### src/rtl/pci_cmd_pkg.sv
// Package: bit positions, write mask and shared types for the
// configuration command register. Assumes a 16-bit configuration word.
package pci_cmd_pkg;
    localparam int CFG_W = 16;
    localparam int BE_W  = CFG_W / 8;

    // Command bit positions (fixed by the configuration layout)
    localparam int B_FBB   = 9;
    localparam int B_SERRE = 8;
    localparam int B_PERE  = 6;
    localparam int B_MWI   = 4;
    localparam int B_BME   = 2;
    localparam int B_MEM   = 1;

    // Status bit positions
    localparam int S_DPR = 8;
    localparam int S_SSE = 14;
    localparam int S_DPE = 15;

    localparam logic [CFG_W-1:0] CMD_WMASK =
        (CFG_W'(1) << B_FBB) | (CFG_W'(1) << B_SERRE) | (CFG_W'(1) << B_PERE) |
        (CFG_W'(1) << B_MWI) | (CFG_W'(1) << B_BME)   | (CFG_W'(1) << B_MEM);

    typedef struct packed {
        logic fbb;
        logic serre;
        logic pere;
        logic mwi;
        logic bme;
        logic mem;
    } cmd_en_t;

    // Expand byte enables into a bit mask
    function automatic logic [CFG_W-1:0] be_mask(input logic [BE_W-1:0] be);
        logic [CFG_W-1:0] m;
        m = '0;
        for (int i = 0; i < BE_W; i++) begin
            m[i*8 +: 8] = {8{be[i]}};
        end
        return m;
    endfunction
endpackage

### src/rtl/pci_cmd_regs.sv
// Command word storage. Only the bits in CMD_WMASK hold state; all
// other bits stay zero. Assumes wr_en is already qualified by the
// command-word select. Cleared only by the hard reset.
module pci_cmd_regs
    import pci_cmd_pkg::*;
(
    input  logic             clk,
    input  logic             rst_n,
    input  logic             wr_en,
    input  logic [BE_W-1:0]  be,
    input  logic [CFG_W-1:0] wdata,
    output logic [CFG_W-1:0] word,
    output cmd_en_t          en
);
    logic [CFG_W-1:0] cmd_q;
    logic [CFG_W-1:0] bmask;

    // Bits selected by the byte enables of this write
    always_comb bmask = be_mask(be);

    // Merge the enabled bytes and drop the reserved bits
    always_ff @(posedge clk) begin
        if (!rst_n) begin
            cmd_q <= '0;
        end else if (wr_en) begin
            cmd_q <= ((cmd_q & ~bmask) | (wdata & bmask)) & CMD_WMASK;
        end
    end

    // Present the stored word and the decoded enables
    always_comb begin
        word      = cmd_q;
        en.fbb    = cmd_q[B_FBB];
        en.serre  = cmd_q[B_SERRE];
        en.pere   = cmd_q[B_PERE];
        en.mwi    = cmd_q[B_MWI];
        en.bme    = cmd_q[B_BME];
        en.mem    = cmd_q[B_MEM];
    end
endmodule

### src/rtl/pci_cmd_errlog.sv
// Parity error response: registered PERR/SERR strobes and sticky
// status bits with write-1-to-clear. Assumes error inputs are
// single-cycle pulses. A new error in the same cycle wins over a clear.
module pci_cmd_errlog (
    input  logic clk,
    input  logic rst_n,
    input  logic pere,
    input  logic serre,
    input  logic addr_perr,
    input  logic data_perr,
    input  logic is_master,
    input  logic clr_wr,
    input  logic clr_dpe,
    input  logic clr_sse,
    input  logic clr_dpr,
    output logic perr_o,
    output logic serr_o,
    output logic dpe,
    output logic sse,
    output logic dpr
);
    logic set_dpe, set_sse, set_dpr;

    // Which status bits this cycle's errors raise
    always_comb begin
        set_dpe = addr_perr | data_perr;
        set_sse = addr_perr & serre & pere;
        set_dpr = data_perr & pere & is_master;
    end

    // One-cycle strobes following the error pulse
    always_ff @(posedge clk) begin
        if (!rst_n) begin
            perr_o <= 1'b0;
            serr_o <= 1'b0;
        end else begin
            perr_o <= data_perr & pere;
            serr_o <= set_sse;
        end
    end

    // Sticky status with write-1-to-clear, set has priority
    always_ff @(posedge clk) begin
        if (!rst_n) begin
            dpe <= 1'b0;
            sse <= 1'b0;
            dpr <= 1'b0;
        end else begin
            dpe <= set_dpe | (dpe & ~(clr_wr & clr_dpe));
            sse <= set_sse | (sse & ~(clr_wr & clr_sse));
            dpr <= set_dpr | (dpr & ~(clr_wr & clr_dpr));
        end
    end
endmodule

### src/rtl/pci_cmd_qualify.sv
// Gates decode, mastering and write-command choice by the enables.
// Purely combinational; assumes its inputs come from registered logic.
module pci_cmd_qualify (
    input  logic mem_en,
    input  logic bme,
    input  logic mwi,
    input  logic mem_hit,
    input  logic line_ok,
    input  logic soft_rst,
    input  logic stop_req,
    output logic mem_decode_ok,
    output logic master_ok,
    output logic use_mwi
);
    // Qualify each request by its enable
    always_comb begin
        mem_decode_ok = mem_hit & mem_en;
        master_ok     = bme & ~stop_req & ~soft_rst;
        use_mwi       = line_ok & mwi;
    end
endmodule

### src/rtl/pci_cmd_reg.sv
// Top: configuration command register with its parity error response.
// Assumes a single configuration access per cycle and a synchronous,
// active-low hard reset. Soft reset and stop only affect master_ok.
module pci_cmd_reg
    import pci_cmd_pkg::*;
(
    input  logic             clk,
    input  logic             rst_n,
    input  logic             soft_rst,
    input  logic             stop_req,
    input  logic             cfg_wr,
    input  logic             cfg_sel,
    input  logic [BE_W-1:0]  cfg_be,
    input  logic [CFG_W-1:0] cfg_wdata,
    output logic [CFG_W-1:0] cfg_rdata,
    input  logic             addr_perr,
    input  logic             data_perr,
    input  logic             is_master,
    input  logic             mem_hit,
    input  logic             line_ok,
    output logic             fbb_en,
    output logic             serr_en,
    output logic             perr_resp_en,
    output logic             mwi_en,
    output logic             bm_en,
    output logic             mem_en,
    output logic             mem_decode_ok,
    output logic             master_ok,
    output logic             use_mwi,
    output logic             perr_o,
    output logic             serr_o,
    output logic             stat_dpe,
    output logic             stat_dpr,
    output logic             stat_sse
);
    localparam int HI_BYTE = BE_W - 1;

    cmd_en_t          en;
    logic [CFG_W-1:0] cmd_word;
    logic [CFG_W-1:0] stat_word;

    pci_cmd_regs u_regs (
        .clk   (clk),
        .rst_n (rst_n),
        .wr_en (cfg_wr & ~cfg_sel),
        .be    (cfg_be),
        .wdata (cfg_wdata),
        .word  (cmd_word),
        .en    (en)
    );

    pci_cmd_errlog u_errlog (
        .clk       (clk),
        .rst_n     (rst_n),
        .pere      (en.pere),
        .serre     (en.serre),
        .addr_perr (addr_perr),
        .data_perr (data_perr),
        .is_master (is_master),
        .clr_wr    (cfg_wr & cfg_sel & cfg_be[HI_BYTE]),
        .clr_dpe   (cfg_wdata[S_DPE]),
        .clr_sse   (cfg_wdata[S_SSE]),
        .clr_dpr   (cfg_wdata[S_DPR]),
        .perr_o    (perr_o),
        .serr_o    (serr_o),
        .dpe       (stat_dpe),
        .sse       (stat_sse),
        .dpr       (stat_dpr)
    );

    pci_cmd_qualify u_qual (
        .mem_en        (en.mem),
        .bme           (en.bme),
        .mwi           (en.mwi),
        .mem_hit       (mem_hit),
        .line_ok       (line_ok),
        .soft_rst      (soft_rst),
        .stop_req      (stop_req),
        .mem_decode_ok (mem_decode_ok),
        .master_ok     (master_ok),
        .use_mwi       (use_mwi)
    );

    // Assemble the status word and select the read data
    always_comb begin
        stat_word        = '0;
        stat_word[S_DPE] = stat_dpe;
        stat_word[S_SSE] = stat_sse;
        stat_word[S_DPR] = stat_dpr;
        cfg_rdata        = cfg_sel ? stat_word : cmd_word;
    end

    // Drive the individual enable outputs
    always_comb begin
        fbb_en       = en.fbb;
        serr_en      = en.serre;
        perr_resp_en = en.pere;
        mwi_en       = en.mwi;
        bm_en        = en.bme;
        mem_en       = en.mem;
    end
endmodule

### config.mk
export PLATFORM = sky130hd
export DESIGN_NAME = pci_cmd_reg
export DESIGN_NICKNAME = d
export VERILOG_FILES = /design/src/rtl/pci_cmd_pkg.sv /design/src/rtl/pci_cmd_regs.sv /design/src/rtl/pci_cmd_errlog.sv /design/src/rtl/pci_cmd_qualify.sv /design/src/rtl/pci_cmd_reg.sv
export SDC_FILE = /design/constraint.sdc
export NUM_CORES = 1
export LEC_CHECK = 0
export ABC_AREA = 1
export BUFFER_PORTS_ARGS = -buffer_cell sky130_fd_sc_hd__buf_2
export CORE_MARGIN = 3
export CORE_UTILIZATION = 34
export DETAILED_ROUTE_END_ITERATION = 12
export PLACE_DENSITY_LB_ADDON = 0.1
export SYNTH_ARGS = -nofsm -noshare
export SYNTH_HDL_FRONTEND = slang
export SYNTH_SLANG_ARGS = --single-unit
### constraint.sdc
create_clock -name clk -period 0.8 [get_ports clk]
set_input_delay 0.08 -clock clk [delete_from_list [all_inputs] [get_ports clk]]
set_output_delay 0.08 -clock clk [all_outputs]
set_load 0.02 [all_outputs]
======== Yosys cells after proc, flatten, opt, wreduce, memory -nomap -nowiden ========
Cells that the tools add are included.
storage, ports and cells
  bits in registers ....................... 11
  bits in latches ......................... 0
  bits in writable memories ............... 0
  ROM bits ................................ 0
  output and inout port bits .............. 30
  logic and storage cells ................. 38
  memories kept ........................... 0
operators by class
  add/sub/neg operators ................... 0
  $mul .................................... 0
  div/mod/pow operators ................... 0
  $lt $le $gt $ge ......................... 0
  eq/ne operators ......................... 0
  shift operators ......................... 0
  muxes and demuxes ....................... 1
  bitwise operators ....................... 31
  reductions and logical operators ........ 0
operator list
  cell               number
  10-bit AND         2
  1-bit AND          17
  16-bit 2-to-1 mux  1
  10-bit inverter    1
  10-bit bitwise OR  1
  1-bit inverter     6
  1-bit bitwise OR   4

======== Longest topological paths before layout ========
  depth after elaboration ................. 6
  depth in mapped cells ................... 5

======== Modules after synthesis ========
A second synthesis with hierarchy kept.
unflattened totals
  cell total of the unflattened synthesis .. 125
  area total of the unflattened synthesis .. 750.7 µm²
modules (own cells, without submodules)
  module           instances  cells each  area each (µm²)  sequential area each (µm²)
  pci_cmd_regs     1          55          366.6            120.1
  pci_cmd_errlog   1          21          178.9            100.1
  pci_cmd_reg      1          42          176.4            0.0
  pci_cmd_qualify  1          7           28.8             0.0

======== Worst setup path after synthesis ========
OpenSTA, ideal clock, no wires.
  kind .................................... register to output
  start point ............................. register (tool-made name)
  end point ............................... output port cfg_rdata[8]
  data arrival time ....................... 1.000 ns
  required time ........................... 0.720 ns
  path slack .............................. -0.280 ns
  stages on the path, launching flop included .. 3
  path through ............................ dfxtp_1 -> inv_1 -> o21ai_0
RTL lines
  item           line               RTL
  end, declared  pci_cmd_reg.sv:15  output logic [CFG_W-1:0] cfg_rdata,

==> impl_metrics.tcl <==
set metrics [dict create \
    critPathKind "reg2out" \
    hp-class "in2reg" \
    dp_cells 145 \
    ys_seq_area_share_pct 37.8 \
    grt_pass1_vias 641 \
    period_share_pct 126 \
    fp-row-count 14 \
    ioPinCount 59 \
    design.core.area_mm2 0.00156 \
    clkLatencyLatePin_ns 0.27 \
    track_usage_pct 16.1 \
    dpl_worst_slack_ns 0.0133 \
    cp_slowest_cell "dfxtp_4" \
    syn_avg_cell_area_um2 6.69 \
    dr_total_vias 693 \
    p_leak_nw 0.595 \
    ant_nets 0 \
    dp_hpwl_um 1180 \
    drive_gt1_share_pct 65.7 \
    critPathTopFamily "flip-flops" \
    die_area_mm2 0.00224 \
    setup_slack_ns -0.208 \
    r2r_cells 5 \
    fin_cells 159 \
    min_from "cfg_wdata[4]" \
    status "finished with violations" \
    worstSetupPathDepth 3 \
    antenna_found_initial 0 \
    remaining_drc_errors 0 \
    finalSetupViolations 20 \
    hold_path_depth 3 \
    die-width_um 47.4 \
    grt-ovfl-total 0 \
    die_h_um 47.4 \
    drv_cap 0 \
    firstDrtPassIters 2 \
    crit_fanout 3 \
    area_delta_synth_final_pct 95.1 \
    viasPerCell 4.36 \
    ys_warn_count 0 \
    nets 173 \
    fmax_mhz 992 \
    path_clk_slew_ns 0.07 \
    synth_top_area_share_pct 37.8 \
    clock_skew_ns 0.00156 \
    worst_setup_path_start_kind "flop" \
    gp_congestion 0.695 \
    end_kind "primary output" \
    start_util_pct 37.3 \
    synth_area_um2 582 \
    h-tree-depth 1 \
    clkSinkCount 11 \
    synthTopCellsByArea "dfxtp_1, nand2_1, nor2_1" \
    detail_route.wl_per_cell_um 11.1 \
    fin_crit_ns 1.01 \
    synth-seq-cells 11 \
    detail_route.iter0.violations 1 \
    finalPower_w 0.00140 \
    cp_data_required_time_ns 0.72 \
    hold_viol 0 \
    n_antenna_cell 0 \
    arrival_ns 0.93 \
    violations "setup timing" \
    synth_top_area_cell "dfxtp_1" \
    ir_drop_mv 0.937 \
    synthCells 87 \
    drt_wl_total_um 1770 \
    clk_path_buf_depth 2 \
    crit_path_max_incr_delay_ns 0.37 \
    cts_tree "done" \
    grt_setup_unrepaired "true" \
    grt_max_degree 9 \
    cp.buffers_inverters 2 \
    cts_inserted_buffers 3 \
    power.density_mw_per_mm2 1230 \
    slew_violations 0 \
    ys_types 14 \
    cts_root_buf "clkbuf_4" \
    grt_pass1_wl_um 2490 \
    path_cells "inv_4 -> nor3_4 -> buf_6" \
    io_buffers 42 \
]
==> kinds of logic after synthesis <==
| kind of cell | synth area share (%) |
|---|---|
| other | 0.645 |
| buffers and inverters | 21.3 |
| DFF | 37.8 |
| and+or+nand+nor | 37.6 |
| AOI/OAI and AO/OA | 2.58 |
==> placed cells by master, fill, tap and decap left out <==
| cell | count |
|---|---|
| buf_6 | 26 |
| buf_2 | 20 |
| nand2_1 | 15 |
| nor2_1 | 14 |
| dfxtp_2 | 9 |
| conb_1 | 8 |
| buf_4 | 8 |
| nand2_2 | 7 |
| inv_2 | 7 |
| nor2_4 | 5 |
| inv_1 | 3 |
| nand4_1 | 3 |
| clkbuf_4 | 3 |
| inv_4 | 2 |
| nand3_1 | 2 |
| a21oi_1 | 2 |
| dfxtp_4 | 2 |
| o21ai_2 | 1 |
| nor3_4 | 1 |
| nor2_2 | 1 |
| nand3_2 | 1 |
| nand3_4 | 1 |
| clkbuf_1 | 1 |
| dlygate4sd3_1 | 1 |
==> through the flow <==
| step | utilization (%) | hold WS (ns) | TNS [ns] | instance area (µm²) |
|---|---|---|---|---|
| 2_1_floorplan | - | 0.190 | -0.0382 | 651 |
| 3_3_place_gp | 52.9 | 0.283 | 0 | 825 |
| 3_5_place_dp | 52.9 | 0.285 | 0 | 825 |
| 4_1_cts | 66.5 | 0.0200 | -2.20 | 1040 |
| 5_1_grt | 72.8 | 0.0333 | -3.18 | 1130 |
| 6_report | 72.8 | 0.0156 | -2.23 | 1130 |
==> cells in the mapped netlist <==
| master | number |
|---|---|
| nand2_1 | 22 |
| conb_1 | 1 |
| buf_4 | 9 |
| nand4_1 | 3 |
| nand3_2 | 1 |
| o21ai_0 | 1 |
| nor2_1 | 20 |
| nand3_1 | 2 |
| inv_1 | 12 |
| a21oi_1 | 2 |
| buf_6 | 1 |
| nor3_1 | 1 |
| dfxtp_1 | 11 |
| nand3_4 | 1 |
==> final cells by class <==
class	instances	area, µm²
timing repair buffer	55	463
fill	122	424
multi-input combinational	61	337
sequential	11	239
inverter	12	50.0
clock buffer	4	26.3
tap	16	20.0
==> worst min-delay path, stage by stage <==
cell and delay (ns):
buf_2 0.07, nor2_1 0.03, nor2_1 0.06
==> path summary, 6_finish.rpt <==
kind                            slack, ns      endpoint
worst max-delay path                -0.21     master_ok
worst min-delay path                 0.02          flop
worst max register to register       0.02          flop
worst min register to register       0.48  u_errlog.dpr
==> layer usage <==
metal | vias to the layer above | GRT usage (%) | share of wire (%)
met5 | - | 0 | 0
met4 | 0 | 9.94 | 0.68
met2 | 30 | 29.4 | 52
met3 | 2 | 2.30 | 6.8
met1 | 302 | 17.0 | 40
li1 | 359 | - | -
==> timing repair <==
action,in CTS,in global routing
hold buffers,1,0
pin swaps,3,8
gates resized for setup,53,26
setup buffers,5,6
endpoints found under the hold margin,1,0
setup endpoints to repair,22,25
==> report_power, final <==
group          internal, W  total [W]  switching (W)
logic             0.000189   0.000411       0.000222
clock network     0.000193   0.000393       0.000200
registers         0.000570   0.000594      0.0000238
Note: power is estimated with default switching activity, not from simulation.
